<file path="src/rtl/umu_pkg.sv">
// Shared types and opcode values for the unaligned word merge unit.
// Assumes a little-endian byte order on the memory bus.
package umu_pkg;

    // Which of the four merge patterns applies
    typedef enum logic [1:0] {
        MK_LOAD_LEFT   = 2'd0,
        MK_LOAD_RIGHT  = 2'd1,
        MK_STORE_LEFT  = 2'd2,
        MK_STORE_RIGHT = 2'd3
    } merge_kind_e;

    // Sequencer states
    typedef enum logic [1:0] {
        ST_IDLE = 2'd0,
        ST_RD   = 2'd1,
        ST_WAIT = 2'd2,
        ST_WR   = 2'd3
    } seq_state_e;

    localparam int OPC_W = 6;
    localparam logic [OPC_W-1:0] OPC_LOAD_LEFT   = 6'h22;
    localparam logic [OPC_W-1:0] OPC_LOAD_RIGHT  = 6'h26;
    localparam logic [OPC_W-1:0] OPC_STORE_LEFT  = 6'h2A;
    localparam logic [OPC_W-1:0] OPC_STORE_RIGHT = 6'h2E;

endpackage

</file>
<file path="src/rtl/umu_op_decode.sv">
// Opcode decoder: recognises the four partial-word opcodes and reports
// the merge pattern and whether a write-back to memory follows.
// Assumes every other opcode must be ignored by the sequencer.
module umu_op_decode
    import umu_pkg::*;
(
    input  logic [OPC_W-1:0] opcode,
    output logic             hit,
    output logic             is_store,
    output merge_kind_e      kind
);

    // Map opcode to pattern; unknown codes clear hit
    always_comb begin
        hit      = 1'b1;
        is_store = 1'b0;
        kind     = MK_LOAD_LEFT;
        case (opcode)
            OPC_LOAD_LEFT:   kind = MK_LOAD_LEFT;
            OPC_LOAD_RIGHT:  kind = MK_LOAD_RIGHT;
            OPC_STORE_LEFT:  begin kind = MK_STORE_LEFT;  is_store = 1'b1; end
            OPC_STORE_RIGHT: begin kind = MK_STORE_RIGHT; is_store = 1'b1; end
            default:         hit = 1'b0;
        endcase
    end

endmodule

</file>
<file path="src/rtl/umu_lane_merge.sv">
// Byte-lane merge network. Each output lane picks either a register byte
// or a memory byte, chosen by the merge pattern and the byte offset.
// Assumes NB is a power of two; lane 0 is the least significant byte.
module umu_lane_merge
    import umu_pkg::*;
#(
    parameter int DATA_W = 32,
    localparam int NB    = DATA_W / 8,
    localparam int OW    = $clog2(NB)
) (
    input  merge_kind_e       kind,
    input  logic [OW-1:0]     off,
    input  logic [DATA_W-1:0] reg_word,
    input  logic [DATA_W-1:0] mem_word,
    output logic [DATA_W-1:0] merged
);

    logic [7:0] reg_b [NB];
    logic [7:0] mem_b [NB];

    // Split both words into byte lanes
    always_comb begin
        for (int i = 0; i < NB; i++) begin
            reg_b[i] = reg_word[i*8 +: 8];
            mem_b[i] = mem_word[i*8 +: 8];
        end
    end

    for (genvar g = 0; g < NB; g++) begin : g_lane
        logic [7:0] pick;

        // Select the source byte for this lane
        always_comb begin : p_pick
            int o;
            o = int'(off);
            case (kind)
                MK_LOAD_LEFT:
                    pick = (g + o >= NB - 1) ? mem_b[OW'(g + o - (NB - 1))] : reg_b[g];
                MK_LOAD_RIGHT:
                    pick = (g + o <= NB - 1) ? mem_b[OW'(g + o)] : reg_b[g];
                MK_STORE_LEFT:
                    pick = (g <= o) ? reg_b[OW'(g + (NB - 1) - o)] : mem_b[g];
                MK_STORE_RIGHT:
                    pick = (g >= o) ? reg_b[OW'(g - o)] : mem_b[g];
                default:
                    pick = mem_b[g];
            endcase
        end

        assign merged[g*8 +: 8] = pick;
    end

endmodule

</file>
<file path="src/rtl/umu_rmw_ctrl.sv">
// Request capture and bus sequencer. Takes a request while idle, issues a
// one-cycle read of the aligned word, waits for the data, then either
// registers a load result or holds a write of the merged word until it is
// acknowledged. A one-cycle completion pulse ends every operation.
// Assumes the read data is offered for exactly one cycle.
module umu_rmw_ctrl
    import umu_pkg::*;
#(
    parameter int AW     = 32,
    parameter int DATA_W = 32,
    parameter int IDX_W  = 5,
    localparam int NB    = DATA_W / 8,
    localparam int OW    = $clog2(NB)
) (
    input  logic              clk,
    input  logic              rst_n,
    input  logic              req_valid,
    input  logic              req_hit,
    input  logic              req_is_store,
    input  merge_kind_e       req_kind,
    input  logic [AW-1:0]     req_addr,
    input  logic [IDX_W-1:0]  req_dst,
    input  logic [DATA_W-1:0] req_data,
    output logic              req_ready,
    output merge_kind_e       cur_kind,
    output logic [OW-1:0]     cur_off,
    output logic [DATA_W-1:0] cur_data,
    input  logic [DATA_W-1:0] merged,
    output logic              mem_rd_req,
    output logic              mem_wr_req,
    output logic [AW-1:0]     mem_addr,
    output logic [DATA_W-1:0] mem_wr_data,
    input  logic              mem_rd_valid,
    input  logic              mem_wr_ack,
    output logic              ld_we,
    output logic [IDX_W-1:0]  ld_dst,
    output logic [DATA_W-1:0] ld_data,
    output logic              done
);

    localparam logic [AW-1:0] ALIGN_MASK = ~AW'(NB - 1);

    seq_state_e        state;
    logic              store_q;
    logic [AW-1:0]     addr_q;
    logic [DATA_W-1:0] wdata_q;
    logic              done_q;
    logic              ld_we_q;
    logic [IDX_W-1:0]  dst_q;
    logic [DATA_W-1:0] ld_data_q;

    // Sequencer state, request capture and result registers
    always_ff @(posedge clk) begin
        if (!rst_n) begin
            state     <= ST_IDLE;
            store_q   <= 1'b0;
            cur_kind  <= MK_LOAD_LEFT;
            cur_off   <= '0;
            cur_data  <= '0;
            addr_q    <= '0;
            wdata_q   <= '0;
            done_q    <= 1'b0;
            ld_we_q   <= 1'b0;
            dst_q     <= '0;
            ld_data_q <= '0;
        end else begin
            done_q  <= 1'b0;
            ld_we_q <= 1'b0;
            case (state)
                ST_IDLE: begin
                    if (req_valid && req_hit) begin
                        store_q  <= req_is_store;
                        cur_kind <= req_kind;
                        cur_off  <= req_addr[OW-1:0];
                        cur_data <= req_data;
                        addr_q   <= req_addr & ALIGN_MASK;
                        dst_q    <= req_dst;
                        state    <= ST_RD;
                    end
                end
                ST_RD, ST_WAIT: begin
                    if (mem_rd_valid) begin
                        if (store_q) begin
                            wdata_q <= merged;
                            state   <= ST_WR;
                        end else begin
                            ld_data_q <= merged;
                            ld_we_q   <= (dst_q != '0);
                            done_q    <= 1'b1;
                            state     <= ST_IDLE;
                        end
                    end else begin
                        state <= ST_WAIT;
                    end
                end
                ST_WR: begin
                    if (mem_wr_ack) begin
                        done_q <= 1'b1;
                        state  <= ST_IDLE;
                    end
                end
                default: state <= ST_IDLE;
            endcase
        end
    end

    // Bus and result outputs decoded from state and registers
    always_comb begin
        req_ready   = (state == ST_IDLE);
        mem_rd_req  = (state == ST_RD);
        mem_wr_req  = (state == ST_WR);
        mem_addr    = addr_q;
        mem_wr_data = wdata_q;
        ld_we       = ld_we_q;
        ld_dst      = dst_q;
        ld_data     = ld_data_q;
        done        = done_q;
    end

endmodule

</file>
<file path="src/rtl/unaligned_merge_unit.sv">
// Top level of the unaligned word merge unit: opcode decode, sequencer and
// byte-lane merge network. Loads return a merged register value; stores
// perform a read-modify-write of the aligned word.
// Assumes a single outstanding bus access at a time.
module unaligned_merge_unit
    import umu_pkg::*;
#(
    parameter int AW     = 32,
    parameter int DATA_W = 32,
    parameter int IDX_W  = 5,
    localparam int NB    = DATA_W / 8,
    localparam int OW    = $clog2(NB)
) (
    input  logic              clk,
    input  logic              rst_n,
    input  logic              req_valid,
    input  logic [OPC_W-1:0]  req_op,
    input  logic [AW-1:0]     req_addr,
    input  logic [IDX_W-1:0]  req_dst,
    input  logic [DATA_W-1:0] req_data,
    output logic              req_ready,
    output logic              mem_rd_req,
    output logic              mem_wr_req,
    output logic [AW-1:0]     mem_addr,
    output logic [DATA_W-1:0] mem_wr_data,
    input  logic              mem_rd_valid,
    input  logic [DATA_W-1:0] mem_rd_data,
    input  logic              mem_wr_ack,
    output logic              ld_we,
    output logic [IDX_W-1:0]  ld_dst,
    output logic [DATA_W-1:0] ld_data,
    output logic              done
);

    logic              dec_hit;
    logic              dec_store;
    merge_kind_e       dec_kind;
    merge_kind_e       cur_kind;
    logic [OW-1:0]     cur_off;
    logic [DATA_W-1:0] cur_data;
    logic [DATA_W-1:0] merged;

    umu_op_decode u_dec (
        .opcode   (req_op),
        .hit      (dec_hit),
        .is_store (dec_store),
        .kind     (dec_kind)
    );

    umu_rmw_ctrl #(
        .AW     (AW),
        .DATA_W (DATA_W),
        .IDX_W  (IDX_W)
    ) u_ctrl (
        .clk          (clk),
        .rst_n        (rst_n),
        .req_valid    (req_valid),
        .req_hit      (dec_hit),
        .req_is_store (dec_store),
        .req_kind     (dec_kind),
        .req_addr     (req_addr),
        .req_dst      (req_dst),
        .req_data     (req_data),
        .req_ready    (req_ready),
        .cur_kind     (cur_kind),
        .cur_off      (cur_off),
        .cur_data     (cur_data),
        .merged       (merged),
        .mem_rd_req   (mem_rd_req),
        .mem_wr_req   (mem_wr_req),
        .mem_addr     (mem_addr),
        .mem_wr_data  (mem_wr_data),
        .mem_rd_valid (mem_rd_valid),
        .mem_wr_ack   (mem_wr_ack),
        .ld_we        (ld_we),
        .ld_dst       (ld_dst),
        .ld_data      (ld_data),
        .done         (done)
    );

    umu_lane_merge #(
        .DATA_W (DATA_W)
    ) u_merge (
        .kind     (cur_kind),
        .off      (cur_off),
        .reg_word (cur_data),
        .mem_word (mem_rd_data),
        .merged   (merged)
    );

endmodule

</file>
<file path="config.mk">
export PLATFORM = sky130hd
export DESIGN_NAME = unaligned_merge_unit
export DESIGN_NICKNAME = d
export VERILOG_FILES = /design/src/rtl/umu_pkg.sv /design/src/rtl/umu_op_decode.sv /design/src/rtl/umu_lane_merge.sv /design/src/rtl/umu_rmw_ctrl.sv /design/src/rtl/unaligned_merge_unit.sv
export SDC_FILE = /design/constraint.sdc
export NUM_CORES = 1
export LEC_CHECK = 0
export BUFFER_PORTS_ARGS = -buffer_cell sky130_fd_sc_hd__buf_2
export CORE_MARGIN = 3
export CORE_UTILIZATION = 40
export CTS_CLUSTER_DIAMETER = 150
export DETAILED_ROUTE_END_ITERATION = 8
export PLACE_DENSITY = 0.64
export SLEW_MARGIN = 40
export SYNTH_ARGS = -nofsm -noshare
export SYNTH_HDL_FRONTEND = slang
export SYNTH_SLANG_ARGS = --single-unit
</file>
<file path="constraint.sdc">
create_clock -name clk -period 4.2 [get_ports clk]
set_input_delay 0.84 -clock clk [delete_from_list [all_inputs] [get_ports clk]]
set_output_delay 0.84 -clock clk [all_outputs]
set_load 0.1 [all_outputs]
</file>
### Yosys cells after proc, flatten, opt, wreduce, memory -nomap -nowiden

Cells that the tools add are included.

* eq/ne operators: 12
* $add $sub $neg: 14
* $lt $le $gt $ge: 29
* bitwise operators: 19
* mux-type cells: 75
* reductions and logical operators: 12

Operator list (number)
* 8-bit two-way mux: 44
* 8-bit binary-select mux with 2-bit select: 15
* 8-bit one-hot mux with 4 select lines: 4
* 2-bit by 3-bit >= comparator with 1-bit output (second input constant): 15
* 2-bit inverter: 15
* 6-bit == test (second input constant): 4
* 2-bit one-hot mux with 3 select lines: 2
* 3-bit by 2-bit >= comparator with 1-bit output (second input constant): 3
* 3-bit by 2-bit less-or-equal comparator with 1-bit output (second input constant): 3
* 2-bit == test (second input constant): 4
* 2-bit two-way mux: 4
* 4-bit OR reduction: 2
* 1-bit by 2-bit subtractor with 2-bit output (first input constant): 4
* 2-bit by 2-bit adder with 3-bit output (first input constant): 2
* 3-bit AND reduction: 2
* 2-bit by 1-bit subtractor with 2-bit output (second input constant): 3
* 2-bit subtractor (first input constant): 3
* 1-bit two-way mux: 5
* 5-bit nonzero test: 1
* 2-bit by 1-bit == test with 1-bit output (second input constant): 2
* 1-bit by 2-bit >= comparator with 1-bit output (first input constant): 2
* 2-bit less-or-equal comparator (first input constant): 2
* 2-bit zero test: 2
* 2-bit by 1-bit != test with 1-bit output (second input constant): 2
* other kinds (11): 16

* register bits after elaboration: 140
* input bits: 112
* logic and storage cells: 172
* output and inout bits: 106

### Depth between registers and ports, before layout

Gate-level depths: netlist of the first run.

* depth after elaboration: 8
* gate-level depth with buffers: 13

### Hierarchy

Synthesis of the first run repeated with hierarchy kept, for this count alone.

* cells, all modules: 1033
* area total of the unflattened synthesis: 9499.1 um^2

By module, submodules not included
* umu_rmw_ctrl: area an instance 5398.9 um^2, instances 1, cells an instance 622
* umu_lane_merge: area an instance 4067.7 um^2, instances 1, cells an instance 407
* umu_op_decode: area an instance 32.5 um^2, instances 1, cells an instance 4

### Worst setup path before layout of the first run

No wires, ideal clock.

* path type: register -> register
* from: register u_ctrl.cur_off[0]
* to: register u_ctrl.wdata_q[7], in the netlist u_ctrl.mem_wr_data[7]
* stages on the path, launching flop included: 14
* slack: 1318 ps
* data required time: 4077 ps
* period minus slack after synthesis: 2882 ps
* arrival time: 2759 ps
* path through: dfxtp_1 -> buf_6 -> buf_6 -> inv_2 -> buf_6 -> clkbuf_1 -> ha_1 -> buf_4 -> buf_2 -> mux2i_1 -> nand2_1 -> a31o_2 -> a221oi_1 -> nor2_1

* longest elaborated chain between the ends: 7
* elaborated cells on any way between the ends: 26
* classes of those cells: add/sub (3); order compare (3); mux (16); bitwise (4)

RTL lines
* start, declared: line umu_rmw_ctrl.sv:26 `output logic [OW-1:0] cur_off,`
* start signal, assigned: line umu_rmw_ctrl.sv:74 `cur_off <= req_addr[OW-1:0];`
* 1-bit by 2-bit subtractor with 2-bit output or 2-bit subtractor (tied branches): line umu_lane_merge.sv:44, umu_lane_merge.sv:38
* 2-bit inverter (on tied branches): line umu_lane_merge.sv:44, umu_lane_merge.sv:38
* 8-bit binary-select mux with 2-bit select (on tied branches): line umu_lane_merge.sv:44, umu_lane_merge.sv:38
* 8-bit two-way mux (on tied branches) (3 in a row): line umu_lane_merge.sv:44, umu_lane_merge.sv:38
* 8-bit one-hot mux with 4 select lines (*): line umu_lane_merge.sv:36 `case (kind)`
* end signal, assigned: line umu_rmw_ctrl.sv:84 `wdata_q <= merged;`
* end, declared: line umu_rmw_ctrl.sv:46 `logic [DATA_W-1:0] wdata_q;`

Every way passes the cells marked *; elsewhere a longest branch is shown, timed or not. The select of a mux whose other input is x is not followed.
A chain may end at the register's enable or synchronous reset.

### Worst setup path after layout of the first run

* from: register u_ctrl.cur_off[1]
* to: register u_ctrl.ld_data_q[9], in the netlist u_ctrl.ld_data[9]

* longest elaborated chain between the ends: 8
* elaborated cells on any way between the ends: 29
* classes of those cells: add/sub (4); order compare (4); mux (17); bitwise (4)

RTL lines
* 1-bit by 2-bit adder with 3-bit output: line umu_lane_merge.sv:38, umu_lane_merge.sv:40
* 2-bit by 1-bit subtractor with 2-bit output: line umu_lane_merge.sv:38 `pick = (g + o >= NB - 1) ? mem_b[OW'(g + o - (NB - 1))] : reg_b[g];`
* 2-bit inverter (not written as such): line umu_lane_merge.sv:38
* 8-bit binary-select mux with 2-bit select: line umu_lane_merge.sv:38
* 8-bit two-way mux (not written as such) (2 in a row): line umu_lane_merge.sv:38
* 8-bit two-way mux: line umu_lane_merge.sv:38
* 8-bit one-hot mux with 4 select lines (*): line umu_lane_merge.sv:36
* end signal, assigned: line umu_rmw_ctrl.sv:87 `ld_data_q <= merged;`
* end, declared: line umu_rmw_ctrl.sv:50 `logic [DATA_W-1:0] ld_data_q;`

Marks and branches as above.

==> impl_metrics.tcl, run 1 <==
set metrics [dict create \
    fill_cells 2118 \
    yosys-top-cells-area "dfxtp_1, nand2_1, mux2i_1" \
    outcome "finished clean" \
    grt_use_met2_pct 38.3 \
    dpl_cell_area_um2 9810 \
    grt_max_degree 78 \
    portBuffers 215 \
    core_um2 21100 \
    reg2reg_to "u_ctrl.ld_data[9]" \
    drt_iter0_drc 1053 \
    clock-sinks 139 \
    hold_depth 2 \
    grt_pass1_wl_mm 51.0 \
    grt_pass1_vias 8370 \
    start_util_pct 40.8 \
    use_met3_pct 7.16 \
    num_rows 53 \
    setup_tns_ns 0 \
    cp_slowest_stage_delay_ns 0.82 \
    skew_ns 0.0135 \
    vias_per_cell 5.98 \
    critical_path.startpoint_type "register" \
    crit_path_start "u_ctrl.cur_off[1]" \
    setup_viol 0 \
    busiest_layer "met1" \
    ioPinCount 218 \
    netlist_top_cells_count "nand2_1, dfxtp_1, mux2i_1" \
    cp.buffers_inverters 2 \
    reg2reg_slack_ns 1.22 \
    final_area_um2 10400 \
    yosysTopAreaCell "dfxtp_1" \
    crit_path_cell_trace "inv_2, ha_2, buf_4, mux2_2, o221ai_1, o22ai_1, nor3_1, a31oi_1" \
    avgSynthCellArea_um2 8.25 \
    synth_cell_type_count 59 \
    ys_warn_count 0 \
    hold_class "reg2reg" \
    worst_setup_path_end_kind "register" \
    p_leak_nw 4.02 \
    drt-total-wl_mm 33.0 \
    place.gp.congestion 1.00 \
    avgRoutedWirePerCell_um 22.0 \
    ant_nets 0 \
    insertedDiodeCount 0 \
    worst-r2r-cell-count 8 \
    arrival_ns 3.28 \
    drcViolationCount 0 \
    drv_cap 0 \
    cts_buffers 17 \
    async_flop_share_pct 0 \
    synth_edf_count 0 \
    ctsResizeCount 0 \
    period_needed_ns 2.98 \
    layout-drive-gt1-share_pct 27.5 \
    clockRootBuffer "clkbuf_16" \
    rsz0062_at_grt "no" \
    antenna_found_initial 2 \
    dp_hpwl_mm 23.3 \
    power_per_cell_area_nw_per_um2 352 \
    grt_use_met1_pct 40.8 \
    slew_headroom_pct 42.0 \
    worst_pin_slew_ns 0.866 \
    clk_latency_ns 0.43 \
    hold_viol 0 \
    min_from "u_ctrl.mem_addr[3]" \
    grt.total_usage_pct 27.4 \
    post_cts_buffers 0 \
    netlist_area_um2 8610 \
    crit_slowest_cell "ha_2" \
    final_util_pct 49.5 \
    slew_violations 0 \
    cts_tree "yes" \
    postCtsHoldBufs 0 \
    die_w_um 153 \
    syn_to_final_growth_pct 21.1 \
    ys_seq_area_share_pct 32.3 \
    synthFlopType "dfxtp_1" \
    yosysMostFrequentCell "nand2_1" \
    synth_top_area_share_pct 32.3 \
    crit_fanout 25 \
    die_height_um 153 \
    clkTransAtPathRegs_ns 0.08 \
    htreeDepth 4 \
    vdd_drop_max_mv 0.277 \
    overflow 0 \
    ys_ff_latch 139 \
    dr.pass1.iters 5 \
    fmax_ghz 0.336 \
    crit_family "adder cells" \
    synth_cells 1044 \
    dieArea_um2 23300 \
    hold_path_end "u_ctrl.mem_addr[3]" \
    criticalPathCategory "reg2reg" \
    crit_required_ns 4.50 \
    period_share_pct 70.9 \
    num-nets-final 1337 \
    cts_max_path_buffers 2 \
    num_vias 8976 \
    r2r_start "u_ctrl.cur_off[1]" \
]
[worst max-delay path by stage]
stage	endpoint	slack (ns)	cells after the start
global route	u_ctrl.ld_data[9]	1.12	8
CTS	u_ctrl.ld_data[9]	1.31	8
detailed placement	u_ctrl.ld_data[9]	1.30	8
finish	u_ctrl.ld_data[9]	1.22	8
global placement	u_ctrl.ld_data[10]	1.38	8
floorplan	u_ctrl.mem_wr_data[7]	1.32	13
[metal layers]
metal / routed length [µm] / vias to the layer above / share of wire (%)
li1: - / 4153 / -
met1: 15000 / 4192 / 45
met2: 13400 / 556 / 41
met3: 3550 / 71 / 11
met4: 1020 / 4 / 3.1
met5: 14 / - / 0.042
[cell type report]
class                           count  area (µm²)  area share [%]
Sequential cell                   139        2790            26.7
Clock buffer                       17         425            4.08
Clock inverter                     15         186            1.79
Inverter                           15        56.3           0.540
Timing Repair Buffer              238        1250            12.0
Tap cell                          275         344            3.30
Multi-Input combinational cell    802        5380            51.6
[flip-flops by register name, summed over array words and instances (netlist names)]
register	cells
u_ctrl.cur_data	32
u_ctrl.ld_data	32
u_ctrl.mem_wr_data	32
u_ctrl.mem_addr	30
u_ctrl.ld_dst	5
u_ctrl.cur_off	2
u_ctrl.state	2
u_ctrl.cur_kind	1
u_ctrl.done	1
u_ctrl.ld_we	1
u_ctrl.store_q	1
[cell usage in the layout (no fill, tap or decap), types with 21 or more instances in the layout]
| cell type | netlist | final |
|---|---|---|
| nand2_1 | 222 | 221 |
| buf_2 | 16 | 214 |
| dfxtp_1 | 139 | 138 |
| mux2i_1 | 73 | 73 |
| a21boi_0 | 72 | 72 |
| o21ai_0 | 63 | 63 |
| a31oi_1 | 57 | 57 |
| nor2_1 | 58 | 55 |
| a21oi_1 | 27 | 27 |
| mux4_2 | 25 | 25 |
| buf_4 | 6 | 24 |
| a211oi_1 | 21 | 21 |
[cell families after synthesis]
logic type / Yosys count / synth area share, %
multiplexers: 118 / 17.7
AND/OR/NAND/NOR: 347 / 16.9
AO/OA/AOI/OAI: 323 / 25.6
adder cells (fa/ha/maj): 12 / 1.74
buffers and inverters: 104 / 5.72
flip-flops: 139 / 32.3
other: 1 / 0.0435
[per-stage QoR]
step | cells | worst slack, ns | power [mW] | hold slack (ns)
global route | 1501 | 1.12 | 3.80 | 0.479
CTS | 1501 | 1.31 | 3.69 | 0.465
detailed placement | 1469 | 1.30 | 2.16 | 0.454
global placement | 1469 | 1.38 | 2.16 | 0.448
floorplan | 1045 | 1.32 | 1.96 | 0.476
finish | 1501 | 1.22 | 3.68 | 0.460
[worst reg2reg max path: stages, from the launching register on]
cell      delay, ns
dfxtp_1        0.34
inv_2          0.13
ha_2           0.83
buf_4          0.44
mux2_2         0.43
o221ai_1       0.15
o22ai_1        0.10
nor3_1         0.30
a31oi_1        0.13
[report_power, final]
| group | leakage (nW) | internal [mW] | switching, mW | total [mW] |
|---|---|---|---|---|
| combinational | 2.60 | 0.184 | 0.562 | 0.746 |
| clock | 0.298 | 0.810 | 0.725 | 1.54 |
| sequential | 1.12 | 1.36 | 0.0341 | 1.40 |
| total | 4.02 | 2.36 | 1.32 | 3.68 |
Note: power is estimated with default switching activity, not from simulation.
==> run 2: changes to the inputs <==
--- a/config.mk
+++ b/config.mk
@@ -5,12 +5,13 @@
 export SDC_FILE = /design/constraint.sdc
 export NUM_CORES = 1
 export LEC_CHECK = 0
+export ABC_AREA = 1
 export BUFFER_PORTS_ARGS = -buffer_cell sky130_fd_sc_hd__buf_2
 export CORE_MARGIN = 3
 export CORE_UTILIZATION = 40
 export CTS_CLUSTER_DIAMETER = 150
 export DETAILED_ROUTE_END_ITERATION = 8
-export PLACE_DENSITY = 0.64
+export PLACE_DENSITY = 0.66
 export SLEW_MARGIN = 40
 export SYNTH_ARGS = -nofsm -noshare
 export SYNTH_HDL_FRONTEND = slang
==> constraint.sdc (replaced) <==
create_clock -name clk -period 2.53 [get_ports clk]
set_input_delay 0.506 -clock clk [delete_from_list [all_inputs] [get_ports clk]]
set_output_delay 0.506 -clock clk [all_outputs]
set_load 0.1 [all_outputs]
==> run 2 against run 1 <==
Net effect: sequential power rose by 84%; worst hold slack got worse by 0.14 ns; critical path depth rose by 2; non-clock buffer count rose by 17; fmax rose by 27%; utilization rose by 0.11 points; power rose by 140%; routed wire length rose by 5.5%; via count rose by 17%; clock power rose by 72%; clock skew fell by 0.0013 ns; critical path type unchanged; largest power group is now combinational cells.
==> impl_metrics.tcl, run 2 <==
set metrics [dict create \
    r2r_start "u_ctrl.cur_off[0]" \
    grt_pass1_vias 9639 \
    antenna_found_initial 0 \
    period_share_pct 92.9 \
    num_rows 54 \
    ant_nets 0 \
    synth_cells 1508 \
    dieArea_um2 24200 \
    portBuffers 215 \
    reg2reg_slack_ns 0.18 \
    fmax_ghz 0.425 \
    clock-sinks 139 \
    cts_max_path_buffers 2 \
    synth_compound_area_share_pct 13.7 \
    insertedDiodeCount 0 \
    yosys.area_share.simple_pct 42.9 \
    syn_to_final_growth_pct 21.2 \
    dr.pass1.iters 5 \
    layout_commonest_cell "nand2_1" \
    synthFlopType "dfxtp_1" \
    layout_common_cells "nand2_1, nor2_1, buf_2, nand3_1, dfxtp_1" \
    synth_top_family_by_area "simple AND/OR/NAND/NOR gates" \
    ctsResizeCount 0 \
    synth_edf_count 0 \
    yosys-top-cells-area "dfxtp_1, nand2_1, nand3_1" \
    htreeDepth 4 \
    ioPinCount 218 \
    whs_ns 0.322 \
    setup_tns_ns 0 \
    synth_top_area_share_pct 31.1 \
    criticalPathCategory "reg2reg" \
    grt.total_usage_pct 28.2 \
    drv_cap 0 \
    avgRoutedWirePerCell_um 17.6 \
    finalWorstSetupSlack_ns 0.180 \
    setup_viol 0 \
    worst_pin_slew_ns 0.600 \
    cts_buffers 17 \
    use_met3_pct 6.07 \
    synth-adder-area-share_pct 1.68 \
    netlist_area_um2 8960 \
    worst_setup_path_end_kind "register" \
    critical_path.startpoint_type "register" \
    hold_path_end "u_ctrl.mem_addr[25]" \
    p_leak_nw 5.57 \
    power_per_cell_area_nw_per_um2 806 \
    hold_depth 3 \
    drt-total-wl_mm 34.8 \
    slew_violations 0 \
    grt_use_met2_pct 43.2 \
    clkTransAtPathRegs_ns 0.07 \
    vias_per_cell 5.29 \
    place.gp.congestion 0.994 \
    async_flop_share_pct 0 \
    skew_ns 0.0123 \
    die_w_um 156 \
    num-nets-final 1810 \
    dp_hpwl_mm 26.5 \
    ys_ff_latch 139 \
    reg2reg_to "u_ctrl.mem_wr_data[13]" \
    hold_class "in2reg" \
    worst-r2r-cell-count 10 \
    outcome "finished clean" \
    busiest_layer "met2" \
    drcViolationCount 0 \
    drt_iter0_drc 1044 \
    postCtsHoldBufs 0 \
    arrival_ns 2.65 \
    dp_slack_ns 0.279 \
    num_vias 10464 \
    crit_required_ns 2.83 \
    slew_headroom_pct 60.0 \
    synth_mux_area_share_pct 0 \
    post_cts_buffers 0 \
    ys_seq_area_share_pct 31.1 \
    vdd_drop_max_mv 0.464 \
    start_util_pct 40.9 \
    cts_tree "yes" \
    yosysTopAreaCell "dfxtp_1" \
    final_cells 1979 \
    grt_use_met1_pct 39.5 \
    avgSynthCellArea_um2 5.94 \
    synthXorXnorAreaFrac_pct 0 \
    period_needed_ns 2.35 \
    min_from "req_addr[25]" \
    clockRootBuffer "clkbuf_16" \
    overflow 0 \
    ys_warn_count 0 \
    core_um2 21900 \
    crit_fanout 44 \
    netlist_top_cells_count "nand2_1, nor2_1, nand3_1" \
    die_height_um 156 \
    synth_cell_type_count 28 \
    hold_viol 0 \
    layout-drive-gt1-share_pct 18.4 \
    placedCellCount 1947 \
    grt_max_degree 70 \
    yosysMostFrequentCell "nand2_1" \
    grt_pass1_wl_mm 54.0 \
    rsz0062_at_grt "no" \
    clk_latency_ns 0.42 \
]
[run 2: routing by layer]
layer / vias to the layer above / wire (µm)
met2: 496 / 14800
met1: 4699 / 15600
met4: 0 / 1110
li1: 5216 / -
met5: - / 0
met3: 53 / 3280
[run 2: stage by stage]
step | instance area, µm² | util [%] | power, mW
final | 10900 | 49.6 | 8.75
after global routing | 10900 | 49.6 | 9.15
after CTS | 10900 | 49.6 | 8.79
after global placement | 10200 | 46.7 | 6.10
after floorplan | 8960 | - | 5.39
after detailed placement | 10200 | 46.7 | 6.13
[run 2: critical path, cell delays in order, from the launching register on]
cell     delay, ns
dfxtp_2       0.38
buf_4         0.45
ha_1          0.30
nor2_1        0.08
inv_1         0.28
buf_4         0.21
nand3_1       0.07
nand2_1       0.06
nand4_1       0.15
nor2_1        0.16
nor2_1        0.06
[run 2: kinds of logic after synthesis]
kind of cell | Yosys count
buf+inv | 211
compound gates | 224
simple gates | 921
fa+ha+maj | 12
flops | 139
other cells | 1
[run 2: area by class of cell]
cell class	instances	area (µm²)
fill	2322	11000
multi-input combinational	1159	5230
sequential	139	2780
timing repair buffer	255	1430
inverter	114	428
clock buffer	17	425
tap	280	350
clock inverter	15	203
[run 2: how the worst max path moves through the flow]
stage	from	to
6_report	u_ctrl.cur_off[0]	u_ctrl.mem_wr_data[13]
3_3_place_gp	u_ctrl.cur_off[0]	u_ctrl.ld_data[8]
4_1_cts	u_ctrl.cur_off[0]	u_ctrl.mem_wr_data[13]
3_5_place_dp	u_ctrl.cur_off[0]	u_ctrl.mem_wr_data[8]
5_1_grt	u_ctrl.cur_off[0]	u_ctrl.mem_wr_data[10]
2_1_floorplan	u_ctrl.cur_off[1]	u_ctrl.mem_wr_data[12]
[run 2: power breakdown]
| part | total, mW | internal [mW] | switching (mW) |
|---|---|---|---|
| combinational | 3.53 | 0.743 | 2.78 |
| sequential | 2.57 | 2.43 | 0.143 |
| clock | 2.65 | 1.52 | 1.13 |
==> run 3: changes to the inputs <==
--- a/config.mk
+++ b/config.mk
@@ -7,7 +7,7 @@
 export LEC_CHECK = 0
 export ABC_AREA = 1
 export BUFFER_PORTS_ARGS = -buffer_cell sky130_fd_sc_hd__buf_2
-export CORE_MARGIN = 3
+export CAP_MARGIN = 20
 export CORE_UTILIZATION = 40
 export CTS_CLUSTER_DIAMETER = 150
 export DETAILED_ROUTE_END_ITERATION = 8
@@ -16,3 +16,4 @@
 export SYNTH_ARGS = -nofsm -noshare
 export SYNTH_HDL_FRONTEND = slang
 export SYNTH_SLANG_ARGS = --single-unit
+export TNS_END_PERCENT = 20
==> run 3 against run 2 <==
Net effect: cell count is essentially flat; clock skew shrank 0.0011 ns; sequential cell count is the same; non-clock buffer count shrank 1; global-route usage grew 2.6 points; clock power shrank 3%; count of clock-buffer cells in the layout is the same; routed wire length grew 1.4%; critical path depth grew 3; cell area grew 0.38%.
==> impl_metrics.tcl, run 3 (synthesis results as in run 2) <==
set metrics [dict create \
    period_needed_ns 2.20 \
    grt_pass1_wl_mm 53.2 \
    dp_hpwl_mm 26.6 \
    worst-r2r-cell-count 13 \
    overflow 0 \
    crit_fanout 36 \
    drcViolationCount 0 \
    cp_slowest_stage_delay_ns 0.39 \
    p_clk_share_pct 29.6 \
    clk_latency_ns 0.44 \
    postCtsHoldBufs 0 \
    critical_path.startpoint_type "register" \
    power_switching_mw 4.14 \
    criticalPathCategory "reg2reg" \
    dpl_cell_area_um2 10300 \
    power_frac_comb_pct 40.6 \
    power_per_cell_area_nw_per_um2 795 \
    worst_pin_slew_ns 0.754 \
    cts_max_path_buffers 2 \
    crit_required_ns 2.86 \
    crit_end "u_ctrl.mem_wr_data[11]" \
    period_share_pct 86.8 \
    die_w_um 152 \
    fmax_ghz 0.455 \
    vdd_drop_max_mv 0.491 \
    ioPinCount 218 \
    num_vias 10596 \
    crit_slowest_cell "dfxtp_1" \
    dp_slack_ns 0.363 \
    cpMostUsedCell "nand2_1" \
    outcome "finished clean" \
    grt.total_usage_pct 30.8 \
    post_cts_buffers 0 \
    slew_violations 0 \
    reg2reg_slack_ns 0.33 \
    p_leak_nw 5.58 \
    hold_class "in2reg" \
    netSwitchingFraction_pct 47.8 \
    htreeDepth 4 \
    insertedDiodeCount 0 \
    hold_viol 0 \
    drt_iter0_drc 1053 \
    dr.pass1.iters 7 \
    finalWorstSetupSlack_ns 0.335 \
    grt_max_degree 70 \
    ctsResizeCount 0 \
    place.gp.congestion 1.02 \
    num-nets-final 1809 \
    final_util_pct 49.8 \
    drv_cap 0 \
    drt-total-wl_mm 35.3 \
    arrival_ns 2.53 \
    ant_nets 0 \
    antenna_found_initial 0 \
    crit_cells 13 \
    num_rows 54 \
    die_height_um 152 \
    clock-sinks 139 \
    busiest_layer "met2" \
    core_um2 21900 \
    avgRoutedWirePerCell_um 17.9 \
    worst_setup_path_end_kind "register" \
    setup_tns_ns 0 \
    dieArea_um2 23000 \
    syn_to_final_growth_pct 21.6 \
    grt_pass1_vias 9298 \
    crit_path_start "u_ctrl.cur_off[1]" \
    cp.buffers_inverters 5 \
    grt_use_met1_pct 41.4 \
    final_area_um2 10900 \
    fill_cells 2341 \
    internal_power_mw 4.52 \
    power_frac_seq_pct 29.8 \
    r2r_start "u_ctrl.cur_off[1]" \
    vias_per_cell 5.36 \
    clkTransAtPathRegs_ns 0.08 \
    portBuffers 215 \
    grt_use_met2_pct 47.6 \
    reg2reg_to "u_ctrl.mem_wr_data[11]" \
    cts_tree "yes" \
    slew_headroom_pct 49.7 \
    cts_buffers 17 \
    skew_ns 0.0111 \
    clockRootBuffer "clkbuf_16" \
    setup_viol 0 \
    layout-drive-gt1-share_pct 18.3 \
    use_met3_pct 6.86 \
    layout_common_cells "nand2_1, nor2_1, buf_2, nand3_1, dfxtp_1" \
    crit_family "simple AND/OR/NAND/NOR gates" \
    crit_path_cell_trace "inv_2, buf_12, ha_1, inv_1, nand2_1, o21ai_0, inv_1, nand2_1, nand2_1, nor2_1, nand3_1, nand2_1, inv_1" \
    rsz0062_at_grt "no" \
    start_util_pct 40.9 \
    layout_commonest_cell "nand2_1" \
]
-- run 3: cell types whose count changed in the layout (fill, tap and decap cells not counted), sizes merged --
| cell | before | now |
|---|---|---|
| inv | 121 | 118 |
| buf | 255 | 254 |
| clkinv | 5 | 11 |
| bufinv | 2 | 0 |
| clkinvlp | 1 | 0 |
-- run 3: cell type report --
| cell class | count | area (µm²) | area share [%] |
|---|---|---|---|
| tap | 280 | 350 | 3.22 |
| multi-input combinational | 1159 | 5230 | 48.0 |
| inverter | 114 | 428 | 3.93 |
| timing repair buffer | 254 | 1470 | 13.5 |
| clock buffer | 17 | 425 | 3.91 |
| clock inverter | 15 | 201 | 1.85 |
| sequential | 139 | 2780 | 25.6 |
-- run 3: worst min-delay path by stage --
stage                              startpoint                   to  slack [ns]  depth (start not counted)
final                            req_addr[20]  u_ctrl.mem_addr[20]        0.31                          3
after global routing             req_addr[20]  u_ctrl.mem_addr[20]        0.31                          3
after CTS                        req_addr[29]  u_ctrl.mem_addr[29]        0.30                          3
after detailed placement  u_ctrl.mem_addr[30]  u_ctrl.mem_addr[30]        0.47                          2
after global placement    u_ctrl.mem_addr[29]  u_ctrl.mem_addr[29]        0.46                          2
after floorplan           u_ctrl.cur_data[13]  u_ctrl.cur_data[13]        0.48                          2
-- run 3: power groups by stage --
stage	sequential [mW]	combinational [mW]	clock, mW
CTS	2.58	3.50	2.62
detailed placement	2.63	3.49	0
global placement	2.62	3.48	0
global route	2.61	3.76	2.70
finish	2.58	3.51	2.56
floorplan	4.03	1.36	0
-- run 3: metrics by stage --
| stage | power (mW) | hold WS [ns] | std cells |
|---|---|---|---|
| 2_1_floorplan | 5.39 | 0.477 | 1509 |
| 4_1_cts | 8.69 | 0.300 | 1978 |
| 3_3_place_gp | 6.11 | 0.457 | 1946 |
| 6_report | 8.65 | 0.312 | 1978 |
| 3_5_place_dp | 6.12 | 0.468 | 1946 |
| 5_1_grt | 9.07 | 0.313 | 1978 |
-- run 3: worst reg2reg max path: cells and delay by family, from the launching register on --
family                   cells  cell delay (ns)
AND/OR/NAND/NOR              6             0.83
buffers and inverters        5             0.40
flip-flops                   1             0.39
AO/OA/AOI/OAI                1             0.27
adder cells (fa/ha/maj)      1             0.21
-- run 3: per-layer routing --
| metal | wire [µm] | up-vias | part of all wire (%) |
|---|---|---|---|
| li1 | - | 5206 | - |
| met1 | 15400 | 4736 | 44 |
| met2 | 15300 | 588 | 43 |
| met3 | 3520 | 66 | 10 |
| met4 | 1150 | 0 | 3.2 |
| met5 | 0 | - | 0 |
